[src/rtl/pattern_pkg.sv]
package pattern_pkg;
  localparam int REG_ADDR_W = 2;
  localparam logic [REG_ADDR_W-1:0] ADDR_COUNT = 2'd0;
  localparam logic [REG_ADDR_W-1:0] ADDR_CTRL  = 2'd1;
  localparam logic [REG_ADDR_W-1:0] ADDR_CMD   = 2'd2;

  localparam int CTRL_W   = 5;
  localparam int BIT_RUN  = 0;
  localparam int BIT_WIDE = 1;
  localparam int BIT_DBUF = 2;
  localparam int BIT_IRQ  = 3;
  localparam int BIT_DMA  = 4;
  localparam int BIT_CLR  = 0;

  typedef struct packed {
    logic holdLoad;
    logic pinLoad;
    logic xfer;
  } dpStrobe_t;
endpackage

[src/rtl/pattern_ctrl.sv]
module pattern_ctrl
  import pattern_pkg::*;
#(
  parameter int BYTE_W = 8
) (
  input  logic                  clk,
  input  logic                  rstN,
  input  logic                  wrEn,
  input  logic [REG_ADDR_W-1:0] wrAddr,
  input  logic [BYTE_W-1:0]     wrData,
  input  logic                  patWr,
  output logic                  reqN,
  output logic                  dataReady,
  output logic                  irq,
  output logic                  dmaReq,
  output logic                  underrun,
  output dpStrobe_t             strobes
);
  localparam int CNT_W = 2 * BYTE_W;

  logic [CTRL_W-1:0] ctrlReg;
  logic [BYTE_W-1:0] cntLo;
  logic [BYTE_W-1:0] cntHi;
  logic              highNext;
  logic [CNT_W-1:0]  cnt;

  logic run;
  logic wrCount;
  logic wrCtrl;
  logic clrCmd;
  logic loadNow;
  logic strobeEnd;

  function automatic logic [CNT_W-1:0] periodOf(input logic [BYTE_W-1:0] lo,
                                                input logic [BYTE_W-1:0] hi,
                                                input logic wide);
    logic [CNT_W-1:0] v;
    v = wide ? {hi, lo} : {{BYTE_W{1'b0}}, lo};
    if (v < CNT_W'(2)) v = CNT_W'(2);
    return v;
  endfunction

  assign run       = ctrlReg[BIT_RUN];
  assign wrCount   = wrEn && (wrAddr == ADDR_COUNT);
  assign wrCtrl    = wrEn && (wrAddr == ADDR_CTRL);
  assign clrCmd    = wrEn && (wrAddr == ADDR_CMD) && wrData[BIT_CLR];
  assign loadNow   = wrCtrl && wrData[BIT_RUN] && !run;
  assign strobeEnd = run && (cnt == CNT_W'(1));

  // control byte
  always_ff @(posedge clk or negedge rstN) begin
    if (!rstN) ctrlReg <= '0;
    else if (wrCtrl) ctrlReg <= wrData[CTRL_W-1:0];
  end

  // count register with low-then-high byte order in wide mode
  always_ff @(posedge clk or negedge rstN) begin
    if (!rstN) begin
      cntLo    <= '0;
      cntHi    <= '0;
      highNext <= 1'b0;
    end else if (wrCtrl) begin
      highNext <= 1'b0;
    end else if (wrCount) begin
      if (!ctrlReg[BIT_WIDE]) begin
        cntLo    <= wrData;
        cntHi    <= '0;
        highNext <= 1'b0;
      end else if (!highNext) begin
        cntLo    <= wrData;
        highNext <= 1'b1;
      end else begin
        cntHi    <= wrData;
        highNext <= 1'b0;
      end
    end
  end

  // reloading down-counter
  always_ff @(posedge clk or negedge rstN) begin
    if (!rstN) cnt <= '0;
    else if (loadNow) cnt <= periodOf(cntLo, cntHi, wrData[BIT_WIDE]);
    else if (strobeEnd) cnt <= periodOf(cntLo, cntHi, ctrlReg[BIT_WIDE]);
    else if (run) cnt <= cnt - CNT_W'(1);
  end

  assign reqN = !strobeEnd;

  // handshake flags
  always_ff @(posedge clk or negedge rstN) begin
    if (!rstN) begin
      dataReady <= 1'b0;
      underrun  <= 1'b0;
    end else begin
      if (strobeEnd) dataReady <= 1'b1;
      else if (patWr || clrCmd) dataReady <= 1'b0;

      if (strobeEnd && dataReady && !patWr) underrun <= 1'b1;
      else if (clrCmd) underrun <= 1'b0;
    end
  end

  assign irq    = dataReady && ctrlReg[BIT_IRQ];
  assign dmaReq = dataReady && ctrlReg[BIT_DMA];

  always_comb begin
    strobes.holdLoad = patWr && ctrlReg[BIT_DBUF];
    strobes.pinLoad  = patWr && !ctrlReg[BIT_DBUF];
    strobes.xfer     = strobeEnd && ctrlReg[BIT_DBUF];
  end

  AST_STROBE_SINGLE: assert property (@(posedge clk) disable iff (!rstN)
    !reqN |=> reqN);
  AST_READY_ON_TRAIL: assert property (@(posedge clk) disable iff (!rstN)
    !reqN |=> dataReady);
  AST_UNDERRUN_STICKY: assert property (@(posedge clk) disable iff (!rstN)
    (underrun && !clrCmd) |=> underrun);
  AST_MIN_PERIOD: assert property (@(posedge clk) disable iff (!rstN)
    run |-> (cnt != '0));
  AST_HALT_HOLDS: assert property (@(posedge clk) disable iff (!rstN)
    (!run && !loadNow) |=> $stable(cnt));
endmodule

[src/rtl/pattern_dp.sv]
module pattern_dp
  import pattern_pkg::*;
#(
  parameter int DATA_W = 16
) (
  input  logic              clk,
  input  logic              rstN,
  input  logic [DATA_W-1:0] patData,
  input  dpStrobe_t         strobes,
  output logic [DATA_W-1:0] patOut
);
  logic [DATA_W-1:0] holdReg;
  logic [DATA_W-1:0] pinReg;

  always_ff @(posedge clk or negedge rstN) begin
    if (!rstN) holdReg <= '0;
    else if (strobes.holdLoad) holdReg <= patData;
  end

  always_ff @(posedge clk or negedge rstN) begin
    if (!rstN) pinReg <= '0;
    else if (strobes.pinLoad) pinReg <= patData;
    else if (strobes.xfer) pinReg <= holdReg;
  end

  assign patOut = pinReg;

  AST_PINS_STABLE: assert property (@(posedge clk) disable iff (!rstN)
    !(strobes.pinLoad || strobes.xfer) |=> $stable(patOut));
  AST_DIRECT_DRIVE: assert property (@(posedge clk) disable iff (!rstN)
    strobes.pinLoad |=> (patOut == $past(patData)));
endmodule

[src/rtl/pattern_rate_ctrl.sv]
module pattern_rate_ctrl
  import pattern_pkg::*;
#(
  parameter int DATA_W = 16,
  parameter int BYTE_W = 8
) (
  input  logic              clk,
  input  logic              rstN,
  input  logic              wrEn,
  input  logic [1:0]        wrAddr,
  input  logic [BYTE_W-1:0] wrData,
  input  logic              patWr,
  input  logic [DATA_W-1:0] patData,
  output logic              reqN,
  output logic              dataReady,
  output logic              irq,
  output logic              dmaReq,
  output logic              underrun,
  output logic [DATA_W-1:0] patOut
);
  dpStrobe_t strobes;

  pattern_ctrl #(.BYTE_W(BYTE_W)) uCtrl (
    .clk(clk), .rstN(rstN), .wrEn(wrEn), .wrAddr(wrAddr), .wrData(wrData),
    .patWr(patWr), .reqN(reqN), .dataReady(dataReady), .irq(irq),
    .dmaReq(dmaReq), .underrun(underrun), .strobes(strobes)
  );

  pattern_dp #(.DATA_W(DATA_W)) uDp (
    .clk(clk), .rstN(rstN), .patData(patData), .strobes(strobes),
    .patOut(patOut)
  );
endmodule

[config.mk]
export PLATFORM = sky130hd
export DESIGN_NAME = pattern_rate_ctrl
export DESIGN_NICKNAME = d
export VERILOG_FILES = /design/src/rtl/pattern_pkg.sv /design/src/rtl/pattern_ctrl.sv /design/src/rtl/pattern_dp.sv /design/src/rtl/pattern_rate_ctrl.sv
export SDC_FILE = /design/constraint.sdc
export NUM_CORES = 1
export LEC_CHECK = 0
export BUFFER_PORTS_ARGS = -buffer_cell sky130_fd_sc_hd__buf_4
export CORE_UTILIZATION = 35
export CTS_CLUSTER_SIZE = 8
export DETAILED_ROUTE_END_ITERATION = 8
export PLACE_DENSITY = 0.56
export SLEW_MARGIN = 20
export SYNTH_ARGS = -nofsm -noshare
export SYNTH_HDL_FRONTEND = slang
export SYNTH_HIERARCHICAL = 1
export SYNTH_SLANG_ARGS = --single-unit
[constraint.sdc]
create_clock -name clk -period 2.5 [get_ports clk]
set_clock_uncertainty 0.2 [all_clocks]
set_input_delay 0.625 -clock clk [delete_from_list [all_inputs] [get_ports clk]]
set_output_delay 0.625 -clock clk [all_outputs]
set_load 0.05 [all_outputs]
Word level (Yosys, flattened, before mapping):

Index checks and enable logic that the tools add are counted.

* register bits after elaboration: 72
* bits in latches: 0
* bits in writable memories: 0
* bits in read-only memories: 0
* input port bits: 30
* output and inout bits: 21
* word-level logic and storage cells: 66
* memories kept: 0

* add/subtract/negate cells: 1
* $mul: 0
* divide/modulo/power cells: 0
* magnitude comparators: 2
* eq/ne operators: 5
* shifts and indexed selects: 0
* mux-type cells: 21
* bitwise operators: 1
* reduce and logical (&&, ||, !) cells: 27

Operator list (count)
* 2-to-1 mux 16 bit: 9
* < comparator 16 x 2 -> 1 bit (second input constant): 2
* 2-to-1 mux 8 bit: 4
* equality test 16 x 1 -> 1 bit (second input constant): 1
* subtractor 16 x 1 -> 16 bit (second input constant): 1
* logical AND 1 bit: 14
* 2-to-1 mux 1 bit: 8
* nonzero test 2 bit: 4
* AND reduction 3 bit: 2
* zero test 1 bit: 4
* inequality test 2 bit (second input constant): 2
* nonzero test 3 bit: 1
* equality test 2 x 1 -> 1 bit (second input constant): 1
* equality test 2 bit (second input constant): 1
* zero test 2 bit: 1
* logical OR 1 bit: 1
* NOT 1 bit: 1

Longest topological paths before layout:

* depth after elaboration: 6
* mapped depth: 10
* depth with buffers taken out: 7

By module:

Netlist, hierarchy kept.

By module, submodules not included
* pattern_ctrl: times used 1, cells each 238, area each 2317.2 µm², seq. area each 1001.0 µm²
* pattern_dp: times used 1, cells each 103, area each 1393.8 µm², seq. area each 800.8 µm²

Least setup slack after synthesis:

No wires, ideal clock.

* path kind: reg-to-reg
* start point: register uCtrl.cnt[1]
* end point: register uDp.pinReg[3] (netlist: uDp/patOut[3])
* setup time: 0.131 ns
* arrival: 2.244 ns
* data required time: 2.169 ns
* path slack: -0.075 ns
* cell stages (with the launch flop): 11
* path buffers: 3
* period minus slack after synthesis: 2.575 ns
* cells stage by stage: dfrtp_1 > inv_1 > ha_1 > nor4b_1 > nand4_1 > clkbuf_1 > nor2_1 > buf_6 > buf_12 > mux2i_1 > o21ai_1

RTL lines
* start, declared: RTL line pattern_ctrl.sv:25 `logic [CNT_W-1:0] cnt;`
* start signal, assigned: RTL line pattern_ctrl.sv:82 `else if (loadNow) cnt <= periodOf(cntLo, cntHi, wrData[BIT_WIDE]);`
* start signal, assigned: RTL line pattern_ctrl.sv:83 `else if (strobeEnd) cnt <= periodOf(cntLo, cntHi, ctrlReg[BIT_WIDE]);`
* start signal, assigned: RTL line pattern_ctrl.sv:84 `else if (run) cnt <= cnt - CNT_W'(1);`
* end signal, assigned: RTL line pattern_dp.sv:22 `else if (strobes.pinLoad) pinReg <= patData;`
* end signal, assigned: RTL line pattern_dp.sv:23 `else if (strobes.xfer) pinReg <= holdReg;`
* end, declared: RTL line pattern_dp.sv:13 `logic [DATA_W-1:0] pinReg;`

Worst setup path after layout:

* start point: register uCtrl.cnt[1]
* end point: output reqN

* word-level cells in the longest chain between the ends: 3

Ends and longest elaborated chain
* equality test 16 x 1 -> 1 bit: RTL line pattern_ctrl.sv:48 `assign strobeEnd = run && (cnt == CNT_W'(1));`
* logical AND 1 bit: RTL line pattern_ctrl.sv:48
* zero test 1 bit: RTL line pattern_ctrl.sv:87 `assign reqN = !strobeEnd;`
* end, declared: RTL line pattern_rate_ctrl.sv:14 `output logic reqN,`

Every way passes these cells.

==> impl_table.tex <==
\begin{tabular}{lr}
\hline
Metric & Value \\
\hline
\multicolumn{2}{l}{\textbf{Yosys}} \\
\quad Combinational family with the most area after synthesis & simple AND/OR/NAND/NOR gates \\
\quad Sequential share of the synthesized area & 0.486 \\
\quad Net count after synthesis & 373 \\
\quad Number of enable-type register cells in the synthesized netlist & 0 \\
\quad Xor-xnor portion of the synthesized cell area & 0.0189 \\
\quad Syn Area/Cell & 10.9 um2 \\
\quad Unique cell type count in the Yosys netlist & 53 \\
\quad Synth Area in Compound Gates & 0.143 \\
\quad Warnings from Yosys & 6 \\
\quad Syn Inst Count & $\sim$340 \\
\quad Fraction of synthesized area in multiplexers & 0.146 \\
\quad Adder and majority gate portion of the synthesized area & 0.00674 \\
\quad Synthesized area & 3710 um2 \\
\quad Area share of and/or/nand/nor cells after synthesis & 0.163 \\
\quad Flip-flop and latch count after synthesis & 72 \\
\quad Async S/R FF share, synth & 1.00 \\
\quad Most frequently used flop master after synthesis & dfrtp\_1 \\
\multicolumn{2}{l}{\textbf{STA}} \\
\quad Setup violations, final & 0 \\
\quad Total Neg Setup Slack & 0 ns \\
\quad Number of endpoints with negative hold slack in the final report & 0 \\
\quad Post-Route Hold Slack & 0.0202 ns \\
\quad Time the final worst path needs with I/O delays and setup & 2.40 ns \\
\quad Worst-case headroom to the max-slew limit & 0.597 \\
\quad Final setup slack of the worst path & 0.101 ns \\
\quad Max Slew Vio Count & 0 \\
\quad Slew at the pin closest to its max-slew limit & 0.601 ns \\
\quad Crit share post-route & 0.960 \\
\quad Achievable frequency & 417 MHz \\
\multicolumn{2}{l}{\textbf{Global route}} \\
\quad Met2 capacity usage during global routing & 0.249 \\
\quad Met1 capacity usage during global routing & 0.260 \\
\quad Gr usage total & 0.174 \\
\quad Initial antenna violation count & 0 \\
\quad Global-route wire length before repair & 14.8 mm \\
\quad Layer with the highest usage after global routing & met1 \\
\quad Fraction of met3 tracks used by global routing & 0.0356 \\
\quad Via count of the first global-routing pass & 2,799 \\
\quad Largest net degree at the start of global routing & 42 \\
\quad GR Overflow Total & 0 \\
\multicolumn{2}{l}{\textbf{Clocking}} \\
\quad Buffers from clock root to sink, at most & 2 \\
\quad Number of H-tree branching levels & 3 \\
\quad Clock net sink count & 72 \\
\quad Clock slew at the register clock pins of the worst setup and hold paths & around 0.08 ns \\
\quad Master cell of the clock root buffer & clkbuf\_8 \\
\quad TritonCTS Buffers & 9 \\
\quad CTS tree & yes \\
\quad Worst-Skew Late Latency & 0.35 ns \\
\multicolumn{2}{l}{\textbf{Layout}} \\
\quad Layout Cells excl Fill & 551 \\
\quad Most used cells in the layout excluding fill and tap cells & buf\_4 (72), dfrtp\_1 (69), nand2\_1 (42), mux2i\_1 (19), mux2\_2 (18) \\
\quad Final Net Count & 443 \\
\quad Most frequent standard cell in the layout excluding fill and tap cells & buf\_4 \\
\quad Area growth from synthesis to layout & 26.1\% \\
\quad Fraction of layout cells with a size suffix above 1 & 0.333 \\
\quad Final Util & 0.453 \\
\quad Antenna diode count & 0 \\
\quad Total non-filler cell area in the finished layout & 4680 um2 \\
\multicolumn{2}{l}{\textbf{Power and ir drop}} \\
\quad Part of the power in combinational logic & 0.342 \\
\quad Clock share of power & 0.235 \\
\quad Net switching power of the design & 1.58 mW \\
\quad Total internal power & between 2 and 3 mW \\
\quad Total power of the final layout & 4.31 mW \\
\quad VDD IR max & 364 uV \\
\quad Total power density per cell area & between 900 and 1000 nW/um2 \\
\quad Proportion of power drawn by flip-flops and latches & 0.423 \\
\quad Static leakage & 2.01 nW \\
\quad Switching portion of total power & 0.367 \\
\multicolumn{2}{l}{\textbf{Place}} \\
\quad Detailed-placement wirelength estimate & 6.25 mm \\
\quad Final weighted congestion of routability-driven global placement & 0.850 \\
\quad Count of input and output buffers & 50 \\
\quad Placed cell count & 524 \\
\quad Worst slack at placement & 0.181 ns \\
\quad Instance area after placement & 4280 um2 \\
\multicolumn{2}{l}{\textbf{Routing}} \\
\quad Average routed wire per standard cell & 16.6 um \\
\quad DRC violation count after routing & 0 \\
\quad Routed via count & 2,957 \\
\quad Drt pass-1 iters & 6 \\
\quad Per-cell via count in the routed design & 5.37 \\
\quad Final wirelength & 9.15 mm \\
\quad Number of routed nets with antenna violations & 0 \\
\quad Detailed router's first-iteration violation count & 274 \\
\multicolumn{2}{l}{\textbf{Floorplanning}} \\
\quad Die H & 105 um \\
\quad Row Count & 37 \\
\quad DIE AREA & 11,000 um2 \\
\quad Die Span X & 105 um \\
\quad Number of top-level pins & slightly above 50 \\
\quad Starting utilization of the core area & 0.359 \\
\quad Core Area & 10,300 um2 \\
\multicolumn{2}{l}{\textbf{Critical path}} \\
\quad CP startpoint kind & register \\
\quad CP cell instances & inv\_2 -> ha\_4 -> nor4b\_4 -> nand4\_1 -> buf\_6 -> buf\_8 \\
\quad CP max stage delay & 0.40 ns \\
\quad Top delay family on crit path & flip-flops \\
\quad Highest-delay cell along the critical path & dfrtp\_1 \\
\quad Category of the most critical setup path & reg2out \\
\quad Required time of the critical path & 1.67 ns \\
\quad Largest fanout on the critical path & 3 \\
\quad Arr. time, crit path & 1.57 ns \\
\quad Capturing element type of the critical path & output pin \\
\quad Reg-to-reg setup timing slack & 0.13 ns \\
\quad Buffers \& Inverters on Critical Path & 3 \\
\multicolumn{2}{l}{\textbf{Hold path}} \\
\quad Hold Path Class & in2async \\
\multicolumn{2}{l}{\textbf{Run status}} \\
\quad Status & completed \\
\multicolumn{2}{l}{\textbf{Job}} \\
\quad Max-cap violation count & 0 \\
\hline
\end{tabular}
==> repair_timing <==
item | CTS | global route
setup buffers | 4 | 7
cloned | 0 | 1
hold buffers | 0 | 0
gates resized for setup | 4 | 13
endpoints found under the setup margin | 1 | 27
==> flip-flops by register name, indices dropped and copies added (netlist names) <==
| name | count |
|---|---|
| uCtrl/highNext | 1 |
| uCtrl/cnt | 16 |
| uDp/holdReg | 16 |
| uCtrl/dataReady | 1 |
| uCtrl/cntHi | 8 |
| uCtrl/ctrlReg | 5 |
| uDp/patOut | 16 |
| uCtrl/cntLo | 8 |
| uCtrl/underrun | 1 |
==> cells in the mapped netlist (all sizes together) (3+ instances only) <==
library cell  count  area (um2)
nand4             4        25.0
a22o             10        87.6
nor2             11        41.3
and3              5        31.3
nand3             6        30.0
and2              5        31.3
buf               9        85.1
dfrtp            72        1800
nand4b            4        35.0
nand2b            7        43.8
o21ai            26         130
a31oi             5        31.3
a21oi            14        73.8
nor3              7        40.0
a211oi            9        72.6
nor2b             3        18.8
nor4              5        61.3
clkbuf            9        33.8
mux2i            19         190
xnor2             6        52.6
or4               3        26.3
mux2             28         353
inv               4        15.0
nand2            42         158
==> cells by family after synthesis <==
group,count (synthesis)
AND/OR/NAND/NOR,110
AO/OA/AOI/OAI,80
flip-flops,72
multiplexers,47
buffers and inverters,22
XOR/XNOR,8
adder cells (fa/ha/maj),2
==> layer usage <==
layer	vias to the layer above	routed length [um]
met5	-	0
met4	0	130
met3	10	442
met2	93	3990
met1	1454	4590
li1	1400	-
==> final timing paths <==
kind / end / cells after the start / startpoint
worst max-delay path: reqN / 6 / uCtrl/cnt[1]$_DFFE_PN0P_
worst min-delay path: uCtrl/cnt[14]$_DFFE_PN0P_ / 1 / rstN
worst max register to register: uDp/patOut[15]$_DFFE_PN0P_ / 11 / uCtrl/cnt[1]$_DFFE_PN0P_
worst min register to register: uCtrl/ctrlReg[4]$_DFFE_PN0P_ / 1 / uCtrl/ctrlReg[4]$_DFFE_PN0P_
max in group asynchronous: uCtrl/cnt[2]$_DFFE_PN0P_ / 2 / rstN
min in group clk: uDp/patOut[1]$_DFFE_PN0P_ / 3 / patData[1]
==> power by group through the flow <==
stage	registers, mW	logic [mW]	clock network (mW)
4_1_cts	1.80	1.36	1.03
5_1_grt	1.87	1.60	1.09
3_3_place_gp	1.81	1.32	0
6_report	1.83	1.47	1.01
2_1_floorplan	1.93	0.795	0
3_5_place_dp	1.82	1.33	0
==> final cells by class <==
| class | instances | area [um2] |
|---|---|---|
| Inverter | 4 | 15.0 |
| Timing Repair Buffer | 77 | 632 |
| Clock inverter | 5 | 81.3 |
| Tap cell | 136 | 170 |
| Fill cell | 957 | 5640 |
| Clock buffer | 10 | 128 |
| Multi-Input combinational cell | 247 | 1850 |
| Sequential cell | 72 | 1810 |
==> worst register-to-register path: stages (launching register included) <==
cell and delay [ns]:
dfrtp_1 0.40, inv_2 0.09, ha_4 0.12, nor4b_4 0.17, nand4_1 0.15, buf_4 0.16, buf_4 0.12, buf_4 0.19
nor2_4 0.19, clkbuf_16 0.20, mux2i_1 0.17, o21ai_0 0.09
Power figures use the tool's default switching activity.
